--- src/rtl/twr_pkg.sv ---
package twr_pkg;
  localparam int REG_W    = 8;
  localparam int LOAD_W   = REG_W + 1;
  localparam int PRESCALE = 8;
  localparam int PRE_W    = $clog2(PRESCALE);

  // Map a register value to the reload count: 0 -> 256, 1 -> 2, else as is.
  function automatic logic [LOAD_W-1:0] reload_of(input logic [REG_W-1:0] v);
    if (v == '0)
      return {1'b1, {REG_W{1'b0}}};
    else if (v == REG_W'(1))
      return LOAD_W'(2);
    else
      return {1'b0, v};
  endfunction
endpackage

--- src/rtl/twr_mclk_div.sv ---
module twr_mclk_div #(
  parameter int DIV_A = 4,
  parameter int DIV_B = 64,
  parameter int DIV_C = 1024
) (
  input  logic       clk,
  input  logic       rst_n,
  input  logic [1:0] div_sel,
  output logic       mclk_en
);
  localparam int CW = $clog2(DIV_C);

  logic [CW-1:0] cnt_q, cnt_d;
  logic [CW-1:0] last;

  always_comb begin
    case (div_sel)
      2'b00:   last = CW'(DIV_A - 1);
      2'b01:   last = CW'(DIV_B - 1);
      default: last = CW'(DIV_C - 1);
    endcase
  end

  assign mclk_en = (cnt_q >= last);

  always_comb begin
    cnt_d = mclk_en ? '0 : cnt_q + 1'b1;
  end

  always_ff @(posedge clk or negedge rst_n) begin
    if (!rst_n) cnt_q <= '0;
    else        cnt_q <= cnt_d;
  end


  mclk_gap_chk: assert property (@(posedge clk) disable iff (!rst_n)
    mclk_en |=> !mclk_en);
endmodule

--- src/rtl/twr_freq_reg.sv ---
module twr_freq_reg
  import twr_pkg::*;
(
  input  logic              clk,
  input  logic              rst_n,
  input  logic              wr_en,
  input  logic [REG_W-1:0]  wr_data,
  output logic [REG_W-1:0]  rd_data,
  output logic [LOAD_W-1:0] reload_eff,
  output logic              invalid
);
  logic [REG_W-1:0] reg_q, reg_d;
  logic             inv_q, inv_d;

  always_comb begin
    reg_d = reg_q;
    inv_d = inv_q;
    if (wr_en) begin
      reg_d = wr_data;
      inv_d = (wr_data == REG_W'(1));
    end
  end

  always_ff @(posedge clk or negedge rst_n) begin
    if (!rst_n) begin
      reg_q <= '0;
      inv_q <= 1'b0;
    end else begin
      reg_q <= reg_d;
      inv_q <= inv_d;
    end
  end

  assign rd_data    = reg_q;
  assign invalid    = inv_q;
  assign reload_eff = reload_of(reg_q);


  inv_set_chk: assert property (@(posedge clk) disable iff (!rst_n)
    (wr_en && wr_data == REG_W'(1)) |=> invalid);


  readback_chk: assert property (@(posedge clk) disable iff (!rst_n)
    wr_en |=> (rd_data == $past(wr_data)));
endmodule

--- src/rtl/twr_reload_timer.sv ---
module twr_reload_timer
  import twr_pkg::*;
(
  input  logic              clk,
  input  logic              rst_n,
  input  logic              enable,
  input  logic              mclk_en,
  input  logic [LOAD_W-1:0] reload_eff,
  output logic              period_end,
  output logic [LOAD_W-1:0] cur_load
);
  logic [PRE_W-1:0]  pre_q, pre_d;
  logic [LOAD_W-1:0] tmr_q, tmr_d;
  logic [LOAD_W-1:0] load_q, load_d;
  logic              ovh_q, ovh_d;
  logic              ovh2_q, ovh2_d;
  logic              pre_wrap;

  assign pre_wrap   = (pre_q == PRE_W'(PRESCALE - 1));
  assign period_end = enable & mclk_en & ovh_q & ovh2_q;
  assign cur_load   = load_q;

  always_comb begin
    pre_d  = pre_q;
    tmr_d  = tmr_q;
    load_d = load_q;
    ovh_d  = ovh_q;
    ovh2_d = ovh2_q;
    if (!enable) begin
      pre_d  = '0;
      tmr_d  = reload_eff;
      load_d = reload_eff;
      ovh_d  = 1'b0;
      ovh2_d = 1'b0;
    end else if (mclk_en) begin
      if (ovh_q) begin
        if (!ovh2_q) begin
          ovh2_d = 1'b1;
        end else begin
          ovh_d  = 1'b0;
          ovh2_d = 1'b0;
          pre_d  = '0;
          tmr_d  = reload_eff;
          load_d = reload_eff;
        end
      end else begin
        pre_d = pre_q + 1'b1;
        if (pre_wrap) begin
          if (tmr_q == LOAD_W'(1)) ovh_d = 1'b1;
          else                     tmr_d = tmr_q - 1'b1;
        end
      end
    end
  end

  always_ff @(posedge clk or negedge rst_n) begin
    if (!rst_n) begin
      pre_q  <= '0;
      tmr_q  <= LOAD_W'(2);
      load_q <= LOAD_W'(2);
      ovh_q  <= 1'b0;
      ovh2_q <= 1'b0;
    end else begin
      pre_q  <= pre_d;
      tmr_q  <= tmr_d;
      load_q <= load_d;
      ovh_q  <= ovh_d;
      ovh2_q <= ovh2_d;
    end
  end


  tmr_nonzero_chk: assert property (@(posedge clk) disable iff (!rst_n)
    tmr_q != '0);


  load_hold_chk: assert property (@(posedge clk) disable iff (!rst_n)
    ($past(enable) && enable && !$past(period_end)) |-> $stable(cur_load));
endmodule

--- src/rtl/twowire_rate_gen.sv ---
module twowire_rate_gen
  import twr_pkg::*;
#(
  parameter int DIV_A = 4,
  parameter int DIV_B = 64,
  parameter int DIV_C = 1024
) (
  input  logic        clk,
  input  logic        rst_n,
  input  logic [1:0]  div_sel,
  input  logic        enable,
  input  logic        wr_en,
  input  logic [7:0]  wr_data,
  output logic [7:0]  rd_data,
  output logic        invalid,
  output logic        bit_strobe,
  output logic        scl_level
);
  localparam int HW = LOAD_W + 2;

  logic              mclk_en;
  logic [LOAD_W-1:0] reload_eff;
  logic [LOAD_W-1:0] cur_load;
  logic              period_end;
  logic [HW-1:0]     half_last;

  logic          scl_q, scl_d;
  logic          run_q, run_d;
  logic          stb_q;
  logic [HW-1:0] h_q, h_d;

  twr_mclk_div #(.DIV_A(DIV_A), .DIV_B(DIV_B), .DIV_C(DIV_C)) u_div (
    .clk(clk), .rst_n(rst_n), .div_sel(div_sel), .mclk_en(mclk_en)
  );

  twr_freq_reg u_reg (
    .clk(clk), .rst_n(rst_n), .wr_en(wr_en), .wr_data(wr_data),
    .rd_data(rd_data), .reload_eff(reload_eff), .invalid(invalid)
  );

  twr_reload_timer u_tmr (
    .clk(clk), .rst_n(rst_n), .enable(enable), .mclk_en(mclk_en),
    .reload_eff(reload_eff), .period_end(period_end), .cur_load(cur_load)
  );

  // Low phase lasts 4*Reload+1 machine cycles; index of its last tick.
  assign half_last = {cur_load, 2'b00};

  always_comb begin
    scl_d = scl_q;
    run_d = run_q;
    h_d   = h_q;
    if (!enable) begin
      scl_d = 1'b1;
      run_d = 1'b0;
      h_d   = '0;
    end else if (period_end) begin
      scl_d = 1'b0;
      run_d = 1'b1;
      h_d   = '0;
    end else if (run_q && !scl_q && mclk_en) begin
      if (h_q == half_last) begin
        scl_d = 1'b1;
        h_d   = '0;
      end else begin
        h_d = h_q + 1'b1;
      end
    end
  end

  always_ff @(posedge clk or negedge rst_n) begin
    if (!rst_n) begin
      scl_q <= 1'b1;
      run_q <= 1'b0;
      h_q   <= '0;
      stb_q <= 1'b0;
    end else begin
      scl_q <= scl_d;
      run_q <= run_d;
      h_q   <= h_d;
      stb_q <= period_end;
    end
  end

  assign scl_level  = scl_q;
  assign bit_strobe = stb_q;


  idle_high_chk: assert property (@(posedge clk) disable iff (!rst_n)
    !enable |=> (scl_level && !bit_strobe));


  strobe_low_chk: assert property (@(posedge clk) disable iff (!rst_n)
    bit_strobe |-> !scl_level);


  strobe_width_chk: assert property (@(posedge clk) disable iff (!rst_n)
    bit_strobe |=> !bit_strobe);
endmodule

--- config.mk ---
export PLATFORM = sky130hd
export DESIGN_NAME = twowire_rate_gen
export DESIGN_NICKNAME = d
export VERILOG_FILES = /design/src/rtl/twr_pkg.sv /design/src/rtl/twr_mclk_div.sv /design/src/rtl/twr_freq_reg.sv /design/src/rtl/twr_reload_timer.sv /design/src/rtl/twowire_rate_gen.sv
export SDC_FILE = /design/constraint.sdc
export NUM_CORES = 1
export LEC_CHECK = 0
export ABC_AREA = 1
export ABC_CLOCK_PERIOD_IN_PS = 4100
export BUFFER_PORTS_ARGS = -buffer_cell sky130_fd_sc_hd__buf_2
export CAP_MARGIN = 15
export CORE_MARGIN = 5
export CORE_UTILIZATION = 41
export DETAILED_ROUTE_END_ITERATION = 12
export GPL_TIMING_DRIVEN = 0
export PLACE_DENSITY = 0.68
export REMOVE_ABC_BUFFERS = 1
export SETUP_SLACK_MARGIN = 0.02
export SYNTH_ARGS = -nofsm -noshare
export SYNTH_HDL_FRONTEND = slang
export SYNTH_HIERARCHICAL = 1
export SYNTH_SLANG_ARGS = --single-unit
--- constraint.sdc ---
create_clock -name clk -period 4.1 [get_ports clk]
set_input_delay 0.82 -clock clk [delete_from_list [all_inputs] [get_ports clk]]
set_output_delay 0.82 -clock clk [all_outputs]
set_load 0.1 [all_outputs]
==> results of run 1 <==
[cell usage in the layout, fill, tap and decap left out, types with 2 or more instances in the layout]
master,n
sky130_fd_sc_hd__nand4_1,4
sky130_fd_sc_hd__o21ai_1,5
sky130_fd_sc_hd__xnor2_1,3
sky130_fd_sc_hd__inv_1,56
sky130_fd_sc_hd__nand3_1,24
sky130_fd_sc_hd__nand2_4,2
sky130_fd_sc_hd__dfrtp_1,53
sky130_fd_sc_hd__o21ai_0,22
sky130_fd_sc_hd__nand3_2,4
sky130_fd_sc_hd__o21ai_2,2
sky130_fd_sc_hd__a21oi_1,11
sky130_fd_sc_hd__nand2_1,156
sky130_fd_sc_hd__inv_2,8
sky130_fd_sc_hd__ha_1,11
sky130_fd_sc_hd__nor3_1,5
sky130_fd_sc_hd__nor2_1,46
sky130_fd_sc_hd__xor2_1,7
sky130_fd_sc_hd__nand2_2,3
sky130_fd_sc_hd__nor2_2,5
sky130_fd_sc_hd__buf_2,24
sky130_fd_sc_hd__clkbuf_8,5
sky130_fd_sc_hd__dfstp_2,3
[area by class of cell]
cell class / count / area [sq um] / share of cell area (%)
tap: 102 / 128 / 3.58
multi-input combinational: 320 / 1570 / 43.9
clock inverter: 2 / 12.5 / 0.351
sequential: 56 / 1410 / 39.4
timing repair buffer: 25 / 140 / 3.93
clock buffer: 6 / 72.6 / 2.04
inverter: 64 / 240 / 6.74
[layer usage]
metal | up-vias | part of all wire [%] | wire (um)
li1 | 1430 | - | -
met5 | - | 0 | 0
met1 | 1275 | 50 | 3110
met2 | 39 | 46 | 2890
met4 | 0 | 0.40 | 25
met3 | 2 | 3.7 | 230
[state kept, by name (all words and copies together) (netlist names)]
name,count
u_reg/invalid,1
bit_strobe,1
u_tmr/cur_load,9
u_div/cnt_q,10
h_q,11
scl_level,1
u_tmr/ovh_q,1
u_tmr/pre_q,3
run_q,1
u_tmr/tmr_q,9
u_reg/rd_data,8
u_tmr/ovh2_q,1
[logic make-up after synthesis]
logic type,Yosys count,share of synthesized area (%)
buffers and inverters,76,9.49
xor gates and xnor gates,10,2.67
adders and majority gates,11,4.19
and+or+nand+nor,253,32.8
DFF,56,42.8
AOI/OAI and AO/OA,46,8.04
[synth_stat cells (all sizes together)]
cell    number  area share [%]
nand3       28             4.9
ha          11             4.2
a21boi       1            0.23
or2          1            0.19
o22ai        1            0.19
xor2         7             1.9
nor3         6             1.1
a21oi       12             1.9
o21bai       2            0.80
nand4        4            0.76
nand3b       1            0.23
dfstp        3             2.4
o21ai       29             4.7
inv         64             7.3
nor2        52             6.6
buf          6             1.5
nand2      161              19
o31ai        1            0.23
clkbuf       6            0.69
dfrtp       53              40
xnor2        3            0.80
[stage by stage]
step / cells / total power, mW / util [%]
global route: 575 / 1.91 / 45.9
CTS: 575 / 1.77 / 45.9
global placement: 566 / 1.45 / 44.5
detailed placement: 567 / 1.47 / 44.8
floorplan: 440 / 1.32 / -
finish: 575 / 1.74 / 45.9
[power by group]
part / switching, mW / internal, mW
combinational: 0.426 / 0.219
clock: 0.172 / 0.120
sequential: 0.121 / 0.686
total: 0.719 / 1.02
[critical path, delay by kind of cell]
family	cells	cell delay [ps]
AOI/OAI and AO/OA	1	140
buffers and inverters	4	360
and+or+nand+nor	11	1950
adders and majority gates	1	330
[worst max path at each step]
stage | startpoint | depth (start not counted) | slack [ps] | end
global route | div_sel[1] | 17 | 380 | h_q[10]
detailed placement | div_sel[1] | 16 | 420 | h_q[10]
global placement | div_sel[1] | 16 | 430 | h_q[10]
floorplan | div_sel[1] | 16 | 1030 | h_q[10]
finish | div_sel[1] | 17 | 730 | h_q[10]
CTS | div_sel[1] | 17 | 740 | h_q[10]
==> flow_summary.yaml, run 1 <==
placement:
  gp_congestion: 0.822
  place_ws_ps: 424
  dpl.hpwl_um: 4760
  placed_area_sq_mm: 0.00348
  io_buffers: 24
critical_path:
  criticalPathCategory: "input pin to flop"
  cp_common_cell: "sky130_fd_sc_hd__inv_1"
  startpoint_type: "input pin"
  regToRegEndpoint: "h_q[10]"
  timing.reg2reg.setup_slack_ps: 1000
  worstPathRequired_ps: 4340
  crit_chain: "buf_2 > inv_1 > ha_1 > nand2_1 > nor3_1 > nand3_1 > nand2_1 > inv_1 > nor3_1 > nor2_1 > nand2_2 > nand2_2 > nor2_2 > nand3_1 > o21ai_1 > inv_1 > nor2_1"
  worst_path_largest_cell_delay_ps: 370
  cp_max_fo: 15
  worst_r2r_startpoint: "u_div/cnt_q[9]"
  reg2reg_depth: 15
  worstSetupEndpointType: "flop"
  critical_path.slowest_cell: "sky130_fd_sc_hd__nand2_1"
  worstPathArrival_ps: 3600
drt:
  firstDrtPassIters: 4
  wire_per_inst_um: 10.9
  ant_nets: 0
  total_drc_errors_in_the_routed_layout: 0
  wl_um: 6260
  post_drt_via_cell_ratio: 4.78
  initialDrtViolationCount: 118
  vias: 2746
sta:
  post-route-period-util_pct: 82.1
  setup_viol: 0
  rsz0062_at_grt: "false"
  max_clock_freq_ghz: 0.297
  slew-limit-headroom_pct: 55.5
  finalMaxSlewViolations: 0
  worst_slew_pin_slew_ps: 668
  hold_viol: 0
  setup_tns_ps: 0
  finalClockSkew_ps: 11.9
  finalWorstPathRequiredPeriod_ps: 3370
  fin_worst_hold_slack_ps: 454
  final.setup.worst_slack_ps: 733
worst_hold_path:
  hold_path_class: "input pin to asynchronous set/reset pin"
power:
  leakagePower_nw: 1.86
  vdd_ir_drop_max_v: 0.000253
  power_density_mw_per_mm2: 489
layout:
  antenna_cells: 0
  fill_cell_total_of_the_finished_layout: 822
  layout.cell_area.non_filler_sq_mm: 0.00356
  syn2layout_area_growth_pct: 8.58
  fin_nets: 497
  final_layout_size_suffix_gt1_share_pct: 13.3
die:
  die_w_um: 99.5
  floorplan.rows: 32
  floorplan.die.height_um: 99.5
  start_util_pct: 42.3
  die_area_sq_mm: 0.00989
  fp.coreArea_sq_mm: 0.00777
  ios: 25
clock_network:
  cts_max_level: 2
  clockBufferDepth: 2
  cts_resized: 0
  clk_pin_slew_ps: 100
  numClockSinks: 56
  cts_tree: "done"
  clock_buffers_created_by_tritoncts: 5
  number_of_post_cts_setup_repair_buffers: 0
  ctsRootBufferMaster: "sky130_fd_sc_hd__clkbuf_8"
  cts_hold_buf: 0
  clk-insertion-delay-late_ps: 300
global_route:
  most_used_routing_layer_in_global_routing: "met2"
  largest_net_degree_at_the_start_of_global_routing: 39
  met1_use_gr_pct: 18.7
  first_pass_grt_wire_length_um: 11500
  grt_util_all_layers_pct: 13.8
  gr-usage-met3_pct: 2.66
  met2_track_demand_over_resource_pct: 23.0
  antenna_violations_before_repair: 0
  grt_remaining_overflow: 0
  first_global_vias: 2646
outcome:
  result_of_the_run: "complete, no violations"
yosys:
  synthesis.area_sq_mm: 0.00328
  avgSynthCellArea_sq_um: 7.26
  synth.yosys.warnings: 6
  netlist_instances: 452
  sequential_cell_area_fraction_in_the_yosys_report_pct: 42.8
  flop_and_latch_count_out_of_synthesis: 56
  synth.lib_cells_used.distinct: 33
run:
  maximum_capacitance_violations: 0
(Power assumes the default switching activity.)
==> run 2: changes to the inputs <==
--- a/config.mk
+++ b/config.mk
@@ -5,8 +5,8 @@
 export SDC_FILE = /design/constraint.sdc
 export NUM_CORES = 1
 export LEC_CHECK = 0
-export ABC_AREA = 1
-export ABC_CLOCK_PERIOD_IN_PS = 4100
+export ABC_AREA = 0
+export ABC_CLOCK_PERIOD_IN_PS = 3100
 export BUFFER_PORTS_ARGS = -buffer_cell sky130_fd_sc_hd__buf_2
 export CAP_MARGIN = 15
 export CORE_MARGIN = 5
==> constraint.sdc (replaced) <==
create_clock -name clk -period 3.1 [get_ports clk]
set_input_delay 0.62 -clock clk [delete_from_list [all_inputs] [get_ports clk]]
set_output_delay 0.62 -clock clk [all_outputs]
set_load 0.1 [all_outputs]
==> run 2 against run 1 <==
  * Sequential power is 18% higher
  * Largest power group unchanged
  * Global-route usage is 0.055 points lower
  * Non-clock buffer count grew 7
  * Largest cell class unchanged
  * Critical endpoint is now h_q[8]
  * Clock power is 91% higher
==> flow_summary.yaml, run 2 <==
power:
  power_density_mw_per_mm2: 565
  vdd_ir_drop_max_v: 0.000319
  leakagePower_nw: 1.49
  total_power_mw: 2.00
sta:
  setup_viol: 0
  slew-limit-headroom_pct: 56.5
  finalClockSkew_ps: 12.9
  finalWorstPathRequiredPeriod_ps: 2860
  worst_slew_pin_slew_ps: 653
  max_clock_freq_ghz: 0.349
  setup_tns_ps: 0
  finalMaxSlewViolations: 0
  rsz0062_at_grt: "false"
  final.setup.worst_slack_ps: 238
  hold_viol: 0
  post-route-period-util_pct: 92.3
clock_network:
  clk-insertion-delay-late_ps: 310
  clk_pin_slew_ps: 100
  ctsRootBufferMaster: "sky130_fd_sc_hd__clkbuf_8"
  cts_max_level: 2
  cts_tree: "done"
  clockBufferDepth: 2
  cts_hold_buf: 0
  numClockSinks: 56
  clock_buffers_created_by_tritoncts: 5
yosys:
  synth.lib_cells_used.distinct: 69
  most_used_standard_cell_by_instance_count_after_synthesis: "sky130_fd_sc_hd__dfrtp_1"
  largest_cells_by_area_after_synthesis: "sky130_fd_sc_hd__dfrtp_1, sky130_fd_sc_hd__mux2_2, sky130_fd_sc_hd__ha_1, sky130_fd_sc_hd__xnor2_1, sky130_fd_sc_hd__o21ai_0"
  synth_simple_gate_area_share_pct: 19.8
  flop_and_latch_count_out_of_synthesis: 56
  avgSynthCellArea_sq_um: 10.7
  synthesis.area_sq_mm: 0.00316
  cell_taking_the_most_area_after_synthesis: "sky130_fd_sc_hd__dfrtp_1"
  synth.yosys.warnings: 6
  fraction_of_the_mapped_netlist_area_in_compound_gates_pct: 13.7
  yosys.area_share.xor_xnor_pct: 5.82
  largest_family_of_logic_cells_by_synthesized_area: "simple AND/OR/NAND/NOR gates"
  synth_fa_ha_area_share_pct: 4.35
  ys_dominant_reg_cell: "sky130_fd_sc_hd__dfrtp_1"
  netlist_instances: 296
  synthDominantCellAreaShare_pct: 41.9
  sequential_cell_area_fraction_in_the_yosys_report_pct: 44.4
  post_synth_mux_area_share_pct: 7.48
  async_flop_share_pct: 100
  synth_edf_count: 0
  synth_common_cells: "sky130_fd_sc_hd__dfrtp_1, sky130_fd_sc_hd__o21ai_0, sky130_fd_sc_hd__nor2_1, sky130_fd_sc_hd__mux2_2, sky130_fd_sc_hd__xnor2_1"
die:
  floorplan.rows: 32
  ios: 25
  start_util_pct: 41.6
  die_w_um: 97.8
  floorplan.die.height_um: 97.8
  fp.coreArea_sq_mm: 0.00761
  die_area_sq_mm: 0.00957
drt:
  firstDrtPassIters: 4
  wl_um: 6270
  wire_per_inst_um: 14.8
  ant_nets: 0
  post_drt_via_cell_ratio: 5.45
  initialDrtViolationCount: 68
  vias: 2307
  total_drc_errors_in_the_routed_layout: 0
layout:
  largest_register_ff_count: 11
  final_cells: 423
  antenna_cells: 0
  final_layout_size_suffix_gt1_share_pct: 28.7
  fill_cell_total_of_the_finished_layout: 743
  reg.largest.list: "h_q (11), u_div/cnt_q (10)"
  multi_input_comb_area_sq_mm: 0.00164
  area.sequential_sq_mm: 0.00141
  syn2layout_area_growth_pct: 12.0
  layout_commonest_cell: "sky130_fd_sc_hd__dfrtp_1"
  max_flop_register: "h_q"
  fin_nets: 345
  highest_count_cells_in_the_layout_ignoring_fill_and_taps: "sky130_fd_sc_hd__dfrtp_1, sky130_fd_sc_hd__buf_2, sky130_fd_sc_hd__o21ai_0"
global_route:
  antenna_violations_before_repair: 0
  first_global_vias: 2219
  grt_remaining_overflow: 0
  largest_net_degree_at_the_start_of_global_routing: 35
  first_pass_grt_wire_length_um: 11000
  grt_util_all_layers_pct: 13.7
critical_path:
  kind_of_cell_adding_the_most_delay_to_the_critical_path: "simple AND/OR/NAND/NOR gates"
  startpoint_type: "input pin"
  number_of_buffer_and_inverter_stages_on_the_critical_path: 3
  crit_chain: "buf_2 > inv_1 > ha_1 > nand4_1 > nor4_2 > a211o_2 > buf_4 > and3b_2 > o21ai_4 > or4_1 > a211oi_2"
  worstPathArrival_ps: 3090
  worstSetupEndpointType: "flop"
  worst_r2r_startpoint: "u_div/cnt_q[8]"
  criticalPathCategory: "input pin to flop"
  crit_start: "div_sel[1]"
  critical_path.slowest_cell: "sky130_fd_sc_hd__or4_1"
  worstPathRequired_ps: 3330
  regToRegEndpoint: "h_q[8]"
  cp_max_fo: 17
  worst_path_largest_cell_delay_ps: 500
  timing.reg2reg.setup_slack_ps: 320
  reg2reg_depth: 9
placement:
  dpl.hpwl_um: 4460
  io_buffers: 24
  place_ws_ps: -1400
  gp_congestion: 0.830
  numPlacedInstances: 408
worst_hold_path:
  hold_path_class: "input pin to asynchronous set/reset pin"
outcome:
  result_of_the_run: "complete, no violations"
run:
  maximum_capacitance_violations: 0
-- run 2: routing by layer --
layer  track usage, %  routed length [um]
met4             3.19                  62
met5                0                   0
met2             20.8                2910
met1             20.3                3050
met3             2.64                 241
-- run 2: per-stage QoR --
| stage | hold slack, ps | instance area (sq um) | utilization (%) |
|---|---|---|---|
| after floorplan | 324 | 3060 | - |
| after global placement | 476 | 3310 | 43.5 |
| after detailed placement | 482 | 3330 | 43.8 |
| after CTS | 299 | 3480 | 45.8 |
| after global routing | 316 | 3540 | 46.6 |
| final | 294 | 3540 | 46.6 |
-- run 2: how the worst max path moves through the flow --
stage	slack (ps)	cells past startpoint	endpoint
global route	30	12	h_q[10]
CTS	120	12	h_q[10]
floorplan	-660	11	h_q[10]
detailed placement	-1400	12	h_q[7]
finish	240	11	h_q[8]
global placement	-1300	12	h_q[10]
-- run 2: cells by family after synthesis --
kind of cell             after synthesis
AO/OA/AOI/OAI                         61
XOR/XNOR                              21
adder cells (fa/ha/maj)               11
buffers and inverters                 26
flip-flops                            56
multiplexers                          21
AND/OR/NAND/NOR                      100
-- run 2: repair_timing --
action | in CTS | in global routing
gates resized for setup | 4 | 2
endpoints found under the setup margin | 11 | 4
setup buffers | 1 | 6
pin swaps | 1 | 1
hold endpoints to repair | 0 | 0
-- run 2: worst register-to-register path: cells and delay by family, from the launching register on --
kind / cells / cell delay, ps
AO/OA/AOI/OAI: 3 / 470
buffers and inverters: 1 / 260
AND/OR/NAND/NOR: 4 / 1230
flip-flops: 1 / 430
adder cells (fa/ha/maj): 1 / 310
-- run 2: cell type report --
cell class / count / share of cell area (%)
repair buffers: 32 / 5.44
flip-flops and latches: 56 / 39.7
inverters: 11 / 1.17
clock inverters: 2 / 1.70
multi-input cells: 214 / 46.4
clock buffers: 6 / 2.05
well taps: 102 / 3.60
-- run 2: where the power goes --
group	total [mW]	switching, mW	internal [mW]
Combinational	0.490	0.298	0.192
Clock	0.558	0.235	0.323
Sequential	0.954	0.119	0.835
Total	2.00	0.653	1.35
